--- src/rtl/afifo_dreq_pkg.sv ---
package afifo_dreq_pkg;
  typedef enum logic {
    REQ_PER_WORD = 1'b0,
    REQ_BURST    = 1'b1
  } req_mode_e;
endpackage

--- src/rtl/afifo_store.sv ---
module afifo_store #(
  parameter int WORD_W = 32,
  parameter int DEPTH  = 128
) (
  input  logic              clk,
  input  logic              rst_n,
  input  logic              push,
  input  logic              pop,
  input  logic [WORD_W-1:0] wr_data,
  output logic [WORD_W-1:0] rd_data
);
  localparam int PTR_W = (DEPTH > 1) ? $clog2(DEPTH) : 1;
  localparam bit POW2  = (DEPTH == (1 << PTR_W));

  logic [WORD_W-1:0] mem [DEPTH];
  logic [PTR_W-1:0]  wr_ptr, rd_ptr, wr_nxt, rd_nxt;

  generate
    if (POW2) begin : g_wrap_natural
      always_comb begin
        wr_nxt = wr_ptr + 1'b1;
        rd_nxt = rd_ptr + 1'b1;
      end
    end else begin : g_wrap_compare
      always_comb begin
        wr_nxt = (wr_ptr == PTR_W'(DEPTH - 1)) ? '0 : wr_ptr + 1'b1;
        rd_nxt = (rd_ptr == PTR_W'(DEPTH - 1)) ? '0 : rd_ptr + 1'b1;
      end
    end
  endgenerate

  always_ff @(posedge clk or negedge rst_n) begin
    if (!rst_n) begin
      wr_ptr <= '0;
      rd_ptr <= '0;
    end else begin
      if (push) wr_ptr <= wr_nxt;
      if (pop)  rd_ptr <= rd_nxt;
    end
  end

  always_ff @(posedge clk) begin
    if (push) mem[wr_ptr] <= wr_data;
  end

  assign rd_data = mem[rd_ptr];
endmodule

--- src/rtl/afifo_level.sv ---
module afifo_level #(
  parameter int DEPTH = 128,
  parameter int CNT_W = $clog2(DEPTH + 1)
) (
  input  logic             clk,
  input  logic             rst_n,
  input  logic             push,
  input  logic             pop,
  output logic [CNT_W-1:0] count,
  output logic             full,
  output logic             empty
);
  always_ff @(posedge clk or negedge rst_n) begin
    if (!rst_n)            count <= '0;
    else if (push && !pop) count <= count + 1'b1;
    else if (pop && !push) count <= count - 1'b1;
  end

  assign full  = (count == CNT_W'(DEPTH));
  assign empty = (count == '0);

  // the level never exceeds the capacity
  p_fill_bound_r5: assert property (@(posedge clk) disable iff (!rst_n)
    count <= CNT_W'(DEPTH));

  // the level tracks accepted pushes and pops
  p_fill_step_r5: assert property (@(posedge clk) disable iff (!rst_n)
    (push && !pop) |=> (count == $past(count) + 1'b1));
endmodule

--- src/rtl/afifo_req.sv ---
module afifo_req
  import afifo_dreq_pkg::*;
#(
  parameter int DEPTH  = 128,
  parameter int CNT_W  = $clog2(DEPTH + 1),
  parameter bit DIR_TX = 1'b1
) (
  input  logic             clk,
  input  logic             rst_n,
  input  req_mode_e        mode,
  input  logic [CNT_W-1:0] thresh,
  input  logic [CNT_W-1:0] count,
  output logic             req
);
  logic [CNT_W-1:0] eff_thr;
  logic [CNT_W-1:0] free_words;

  always_comb begin
    if (mode == REQ_PER_WORD)          eff_thr = CNT_W'(1);
    else if (thresh == '0)             eff_thr = CNT_W'(1);
    else if (thresh > CNT_W'(DEPTH))   eff_thr = CNT_W'(DEPTH);
    else                               eff_thr = thresh;
  end

  assign free_words = CNT_W'(DEPTH) - count;

  generate
    if (DIR_TX) begin : g_playback
      assign req = (free_words >= eff_thr);
      // a full playback buffer never asks for data
      p_tx_full_quiet_r7: assert property (@(posedge clk) disable iff (!rst_n)
        (count == CNT_W'(DEPTH)) |-> !req);
    end else begin : g_capture
      assign req = (count >= eff_thr);
      // per-word capture request follows non-empty
      p_rx_word_req_r8: assert property (@(posedge clk) disable iff (!rst_n)
        (mode == REQ_PER_WORD) |-> (req == (count != '0)));
      // a full capture buffer always requests in burst mode
      p_rx_full_req_r9: assert property (@(posedge clk) disable iff (!rst_n)
        (mode == REQ_BURST && count == CNT_W'(DEPTH)) |-> req);
    end
  endgenerate
endmodule

--- src/rtl/afifo_dreq.sv ---
module afifo_dreq
  import afifo_dreq_pkg::*;
#(
  parameter int WORD_W = 32,
  parameter int DEPTH  = 128,
  parameter bit DIR_TX = 1'b1,
  parameter int CNT_W  = $clog2(DEPTH + 1)
) (
  input  logic              clk,
  input  logic              rst_n,
  input  logic              in_valid,
  output logic              in_ready,
  input  logic [WORD_W-1:0] in_data,
  output logic              out_valid,
  input  logic              out_ready,
  output logic [WORD_W-1:0] out_data,
  input  logic              cfg_mode,
  input  logic [CNT_W-1:0]  cfg_thresh,
  output logic              dma_req,
  output logic [CNT_W-1:0]  fill_level,
  output logic              full,
  output logic              empty
);
  logic      push, pop;
  req_mode_e mode;

  assign in_ready  = !full;
  assign out_valid = !empty;
  assign push      = in_valid && !full;
  assign pop       = out_ready && !empty;
  assign mode      = req_mode_e'(cfg_mode);

  afifo_store #(.WORD_W(WORD_W), .DEPTH(DEPTH)) u_store (
    .clk(clk), .rst_n(rst_n), .push(push), .pop(pop),
    .wr_data(in_data), .rd_data(out_data)
  );

  afifo_level #(.DEPTH(DEPTH), .CNT_W(CNT_W)) u_level (
    .clk(clk), .rst_n(rst_n), .push(push), .pop(pop),
    .count(fill_level), .full(full), .empty(empty)
  );

  afifo_req #(.DEPTH(DEPTH), .CNT_W(CNT_W), .DIR_TX(DIR_TX)) u_req (
    .clk(clk), .rst_n(rst_n), .mode(mode), .thresh(cfg_thresh),
    .count(fill_level), .req(dma_req)
  );

  // an offer to a full buffer does not raise the level
  p_no_overflow_r3: assert property (@(posedge clk) disable iff (!rst_n)
    (full && in_valid && !out_ready) |=> (fill_level == CNT_W'(DEPTH)));

  // a pop request on an empty buffer does not lower the level
  p_no_underflow_r4: assert property (@(posedge clk) disable iff (!rst_n)
    (empty && out_ready && !in_valid) |=> (fill_level == '0));
endmodule

--- config.mk ---
export PLATFORM = sky130hd
export DESIGN_NAME = afifo_dreq
export DESIGN_NICKNAME = d
export VERILOG_FILES = /design/src/rtl/afifo_dreq_pkg.sv /design/src/rtl/afifo_store.sv /design/src/rtl/afifo_level.sv /design/src/rtl/afifo_req.sv /design/src/rtl/afifo_dreq.sv
export SDC_FILE = /design/constraint.sdc
export NUM_CORES = 2
export LEC_CHECK = 0
export BUFFER_PORTS_ARGS = -buffer_cell sky130_fd_sc_hd__buf_2
export CAP_MARGIN = 25
export CORE_MARGIN = 2
export CORE_UTILIZATION = 40
export CTS_CLUSTER_DIAMETER = 40
export DETAILED_ROUTE_END_ITERATION = 16
export PLACE_DENSITY = 0.56
export SYNTH_ARGS = -nofsm -noshare
export SYNTH_HDL_FRONTEND = slang
export SYNTH_SLANG_ARGS = --single-unit
--- constraint.sdc ---
create_clock -name clk -period 8.65 [get_ports clk]
set_input_delay 0.865 -clock clk [delete_from_list [all_inputs] [get_ports clk]]
set_output_delay 0.865 -clock clk [all_outputs]
set_load 0.1 [all_outputs]
Yosys cells after proc, flatten, opt, wreduce, memory -nomap -nowiden

Memory sizes are Yosys's and may differ from the RTL's.
Index checks and enable logic that the tools add are counted.

Equality and inequality tests: 1
Reductions and logical operators: 11
Order comparisons: 2
$add $sub $neg: 5
Muxes and demuxes: 7

Operators with widths:

| kind                                                               | number |
|---|---|
| 8-bit two-way mux                                                  | 5 |
| 8-bit zero test                                                    | 2 |
| 7-bit by 1-bit adder with 7-bit output, second input constant      | 2 |
| 8-bit by 1-bit adder with 8-bit output, second input constant      | 1 |
| 8-bit == test, second input constant                               | 1 |
| 8-bit greater-or-equal comparator                                  | 1 |
| 8-bit > comparator, second input constant                          | 1 |
| 8-bit by 1-bit subtractor with 8-bit output, second input constant | 1 |
| 8-bit subtractor, first input constant                             | 1 |
| 1-bit logical AND                                                  | 4 |
| 1-bit zero test                                                    | 4 |
| 1-bit two-way mux                                                  | 2 |
| 2-bit nonzero test                                                 | 1 |

Memory bits (writable): 4096
Memories kept: 1
Register bits: 22
Output and inout port bits: 45
Input bits: 45
Word-level logic and storage cells: 30

Memories:

| name        | words | bits a word | read ports | clocked after memory_dff | write ports | line              | RTL |
|---|---|---|---|---|---|---|---|
| u_store.mem | 128   | 32          | 1          | 0                        | 1           | afifo_store.sv:15 | `logic [WORD_W-1:0] mem [DEPTH];` |

Depth between registers and ports, before layout

Depth in word-level cells: 7
Gate-level depth with buffers: 15
Depth with buffers taken out: 15

Modules after synthesis

From an unflattened synthesis, not the netlist that was laid out.

Cell total of the unflattened synthesis: 7447
Area, all modules: 158791.0 um^2

Modules (own cells, without submodules):

| module      | sequential area each (um^2) | area an instance (um^2) | cells an instance | instances |
|---|---|---|---|---|
| afifo_store | 123348.3                    | 157800.1                | 7330              | 1 |
| afifo_level | 200.2                       | 634.4                   | 68                | 1 |
| afifo_req   | 0.0                         | 336.6                   | 45                | 1 |
| afifo_dreq  | 0.0                         | 20.0                    | 4                 | 1 |

Worst setup path after synthesis

Ideal clock, no wire load.

Path type: flip-flop to flip-flop
Start point: register u_level.count[0]
End point: memory u_store.mem[107][0] (enable)
Setup slack: 3.332 ns
Arrival: 4.896 ns
Data required time: 8.229 ns
Library setup time: 0.421 ns
Stages on the path, launching flop included: 11
Buffers on the path: 2
Period minus slack after synthesis: 5.318 ns
Cell sequence: dfrtp_1 inv_1 ha_1 nor3b_1 nand3_1 and2_1 buf_2 nor2b_1 nand3_1 buf_2 nor2_1

Word-level cells in the longest chain between the ends: 5

RTL lines:

| what                                    | line              | RTL |
|---|---|---|
| from (decl)                             | afifo_level.sv:9  | `output logic [CNT_W-1:0] count,` |
| from (signal assigned)                  | afifo_level.sv:15 | `else if (push && !pop) count <= count + 1'b1;` |
| from (signal assigned)                  | afifo_level.sv:16 | `else if (pop && !push) count <= count - 1'b1;` |
| 8-bit == test                           | afifo_level.sv:19 | `assign full = (count == CNT_W'(DEPTH));` |
| 1-bit zero test                         | --                |  |
| named net in_ready                      | afifo_dreq.sv:12  | `output logic in_ready,` |
| 1-bit logical AND                       | afifo_dreq.sv:29  | `assign push = in_valid && !full;` |
| named net push                          | afifo_dreq.sv:24  | `logic push, pop;` |
| 1-bit two-way mux                       | afifo_store.sv:43 | `if (push) mem[wr_ptr] <= wr_data;` |
| 1-bit two-way mux (implied by the code) | afifo_store.sv:43 |  |
| to (decl)                               | afifo_store.sv:15 |  |

The timed path passes the listed nets, and every way through them passes these cells.

Worst setup path after layout

Start point: register u_store.rd_ptr[1]
End point: output out_data[28]

Word-level cells in the longest chain between the ends: 1

RTL lines:

| what                     | line              | RTL |
|---|---|---|
| from (decl)              | afifo_store.sv:16 | `logic [PTR_W-1:0] wr_ptr, rd_ptr, wr_nxt, rd_nxt;` |
| from (signal assigned)   | afifo_store.sv:38 | `if (pop) rd_ptr <= rd_nxt;` |
| memory read 128 x 32 bit | --                |  |
| to (decl)                | afifo_dreq.sv:16  | `output logic [WORD_W-1:0] out_data,` |

Every way passes these cells.

==> results.py <==
metrics = {
    "status": {
        "outcome": "complete, no violations",
    },
    "cells_and_area": {
        "drive_gt1_share_pct": 29.2,
        "n_fill_cell": 31800,
        "design_area_um2": 184000,
        "syn_to_final_growth_pct": 17.4,
        "regArea_um2": 124000,
        "finalNetCount": 7652,
        "multi_input_area_um2": 32400,
    },
    "timing": {
        "fin_skew_ps": 62.7,
        "fin_crit_sh_pct": 81.3,
        "period_needed_ps": 7040,
        "setup_viol": 0,
        "fmax_mhz": 142,
        "hold_violations": 0,
        "drv_slew": 0,
        "slew_headroom_pct": 20.9,
        "fin_tns_setup_ps": 0,
        "rsz0062_at_grt": "no",
        "worst_pin_slew_ps": 1190,
    },
    "floorplan": {
        "core_area_um2": 390000,
        "dieHeight_um": 630,
        "io_pins": 90,
        "die_width_um": 630,
        "initial_utilization_pct": 40.2,
        "rows": 229,
        "dieArea_um2": 397000,
    },
    "power": {
        "ir_drop_v": 0.000831,
        "powerDensity_nw_per_um2": 340,
        "cellLeakagePower_nw": 57.8,
    },
    "routing": {
        "routed_via_density": 5.96,
        "routedWlPerCell_um": 34.4,
        "drt-pass1-iter-count": 5,
        "dr.first_iter.drc_count": 10100,
        "drc": 0,
        "drt_wl_total_mm": 454,
        "ant_nets": 0,
        "via_count": 78900,
    },
    "global_route": {
        "busiest_layer": "met2",
        "grt.overflow.total": 0,
        "grt_util_met2_pct": 36.2,
        "grt_usage_pct": 22.5,
        "grt_pass1_vias": 79300,
        "grt_pass1_wl_mm": 628,
        "antenna_found_initial": 41,
        "grtUsageMet3_pct": 4.89,
        "use_met1_pct": 31.4,
        "grt_max_degree": 122,
    },
    "clock_network": {
        "cts_tree": "yes",
        "postCtsResizedCells": 0,
        "cts_sinks": 4118,
        "clk_pin_slew_ps": 50,
        "worstSkewPairLatency_ps": 1030,
        "root_buffer": "clkbuf_16",
        "numCtsBuffers": 528,
        "clk_path_buf_depth": 4,
        "h-tree-depth": 6,
    },
    "worst_setup_path": {
        "start_kind": "flip-flop",
        "r2r_slack_ps": 3850,
        "crit_fanout": 103,
        "reg2reg_to": "u_store.mem[91][1]$_DFFE_PP_",
        "path_class": "flip-flop to output pin",
        "endpoint_kind": "output pin",
        "rr_startpoint": "u_level.count[0]$_DFFE_PN0P_",
        "arrival_ps": 6170,
        "r2r_cells": 10,
        "cp.required_ps": 7790,
    },
    "worst_hold_path": {
        "hold_class": "input pin to flip-flop",
        "holdPathEnd": "u_store.mem[7][7]$_DFFE_PP_",
        "hp-start": "in_data[7]",
        "holdPathStages": 1,
    },
    "placed_design": {
        "io_buffer_count": 89,
        "dpl_cell_area_um2": 166000,
        "gp_congestion": 0.797,
        "hpwl_mm": 244,
    },
    "synthesis": {
        "yosysSeqAreaShare_pct": 78.8,
        "synthMuxAreaShare_pct": 14.9,
        "synth_top_family_by_area": "multiplexers",
        "async_flop_share_pct": 0.534,
        "synthXorXnorAreaFrac_pct": 0.134,
        "synthFlopType": "edfxtp_1",
        "synthSimpleGateAreaFrac_pct": 1.25,
        "syn_area_per_cell_um2": 22.3,
        "synth-seq-cells": 4118,
        "synth_edf_count": 4096,
        "synth_cells": 7020,
        "synthesis.area_um2": 157000,
        "ys_types": 43,
        "yosysWarnings": 0,
        "synth-compound-area-share_pct": 3.45,
        "synth_nets": 7084,
        "synthAdderAreaFrac_pct": 0.156,
    },
    "flow_run": {
        "cap_violations": 0,
    },
}
-- through the flow --
step / cells / worst slack, ps / power (mW) / utilization, % / hold slack [ps]
detailed placement: 12200 / 2500 / 40.9 / 42.6 / 528
floorplan: 7020 / 3330 / 34.3 / - / 494
CTS: 13200 / 1420 / 63.0 / 47.2 / 44.8
global route: 13200 / 1380 / 64.6 / 47.2 / 89.4
global placement: 12200 / 2350 / 40.7 / 42.5 / 517
finish: 13200 / 1610 / 62.6 / 47.2 / 129
-- timing repair --
item	4_1_cts	5_1_grt
setup endpoints to repair	0	0
endpoints found under the hold margin	22	0
hold buffers	1	0
setup buffers	0	0
-- layout by cell type (no fill, tap or decap), types with 9 or more instances in the layout --
cell type and count:
clkbuf_16 546, mux2i_1 308, clkbuf_1 63, buf_12 23, buf_2 60, o21ai_1 15, nand4_1 32, nor2_1 42
xnor2_1 14, nand2_1 219, clkinv_4 31, a2111oi_2 16, a2111oi_0 25, diode_2 10, xor2_1 10, mux4_2 902
a21oi_1 135, a22oi_1 447, o211ai_1 33, a2111oi_1 23, dfrtp_1 18, clkinvlp_4 46, clkinv_2 64, a41oi_1 31
nor2_4 131, edfxtp_1 4096, o21ai_0 25, inv_6 41, bufinv_16 59, clkinv_8 15, clkinv_1 75, ha_1 18
buf_4 348, nor2b_1 9, inv_16 12
-- per-layer routing --
layer / part of all wire [%] / vias to the layer above
met3: 8.9 / 593
met4: 2.5 / 6
met5: 0.0066 / -
met1: 41 / 43200
met2: 48 / 3843
li1: - / 31200
-- cells in the mapped netlist, drive strengths merged, types with 22 or more instances --
library cell / instances / area share, %
clkbuf: 212 / 0.51
a22oi: 447 / 2.1
a2111oi: 64 / 0.36
nand4: 32 / 0.13
dfrtp: 22 / 0.35
nor2: 173 / 0.41
mux2i: 308 / 2.0
mux4: 902 / 13
edfxtp: 4096 / 78
buf: 192 / 0.74
a41oi: 31 / 0.17
nand2: 222 / 0.53
a21oi: 135 / 0.43
o21ai: 40 / 0.13
o211ai: 33 / 0.16
-- where the power goes --
group | internal [mW] | switching, mW | leakage (nW)
combinational | 6.17 | 11.6 | 12.1
sequential | 22.4 | 0.324 | 37.1
clock | 13.5 | 8.66 | 8.61
total | 42.0 | 20.6 | 57.8
-- flip-flops by register name, summed over array words and instances (netlist names) --
signal          flops
u_store.wr_ptr      7
u_store.rd_ptr      7
u_level.count       8
u_store.mem      4096
-- worst max-delay path by stage --
stage / start / to / slack [ps] / depth (start not counted)
final: u_store.rd_ptr[1]$_DFFE_PN0P_ / out_data[28] / 1610 / 9
after global routing: u_store.rd_ptr[1]$_DFFE_PN0P_ / out_data[28] / 1380 / 9
after CTS: u_store.rd_ptr[1]$_DFFE_PN0P_ / out_data[28] / 1420 / 9
after detailed placement: u_store.rd_ptr[1]$_DFFE_PN0P_ / out_data[28] / 2500 / 9
after global placement: u_store.rd_ptr[0]$_DFFE_PN0P_ / out_data[9] / 2350 / 7
after floorplan: u_level.count[0]$_DFFE_PN0P_ / u_store.mem[107][0]$_DFFE_PP_ / 3330 / 10
-- worst max-delay path: stages (launching register included) --
cell	delay, ps
dfrtp_4	840
buf_12	500
buf_4	700
mux4_2	330
a22oi_1	100
a21oi_1	710
a2111oi_0	170
buf_4	230
nor2_1	700
buf_2	570
-- cell type report --
cell class              instances  area share [%]
clock buffers                 610            7.56
diodes                         10          0.0136
inverters                       7          0.0143
well taps                    5197            3.53
clock inverters               350            2.16
repair buffers                442            1.93
multi-input cells            2491            17.6
flip-flops and latches       4118            67.2
-- cells by family after synthesis --
kind of cell,Yosys count
AND/OR/NAND/NOR,474
buffers and inverters,411
multiplexers,1213
adder cells (fa/ha/maj),19
flip-flops,4118
XOR/XNOR,24
AO/OA/AOI/OAI,761
No activity file was read; power rests on OpenSTA's default activity.
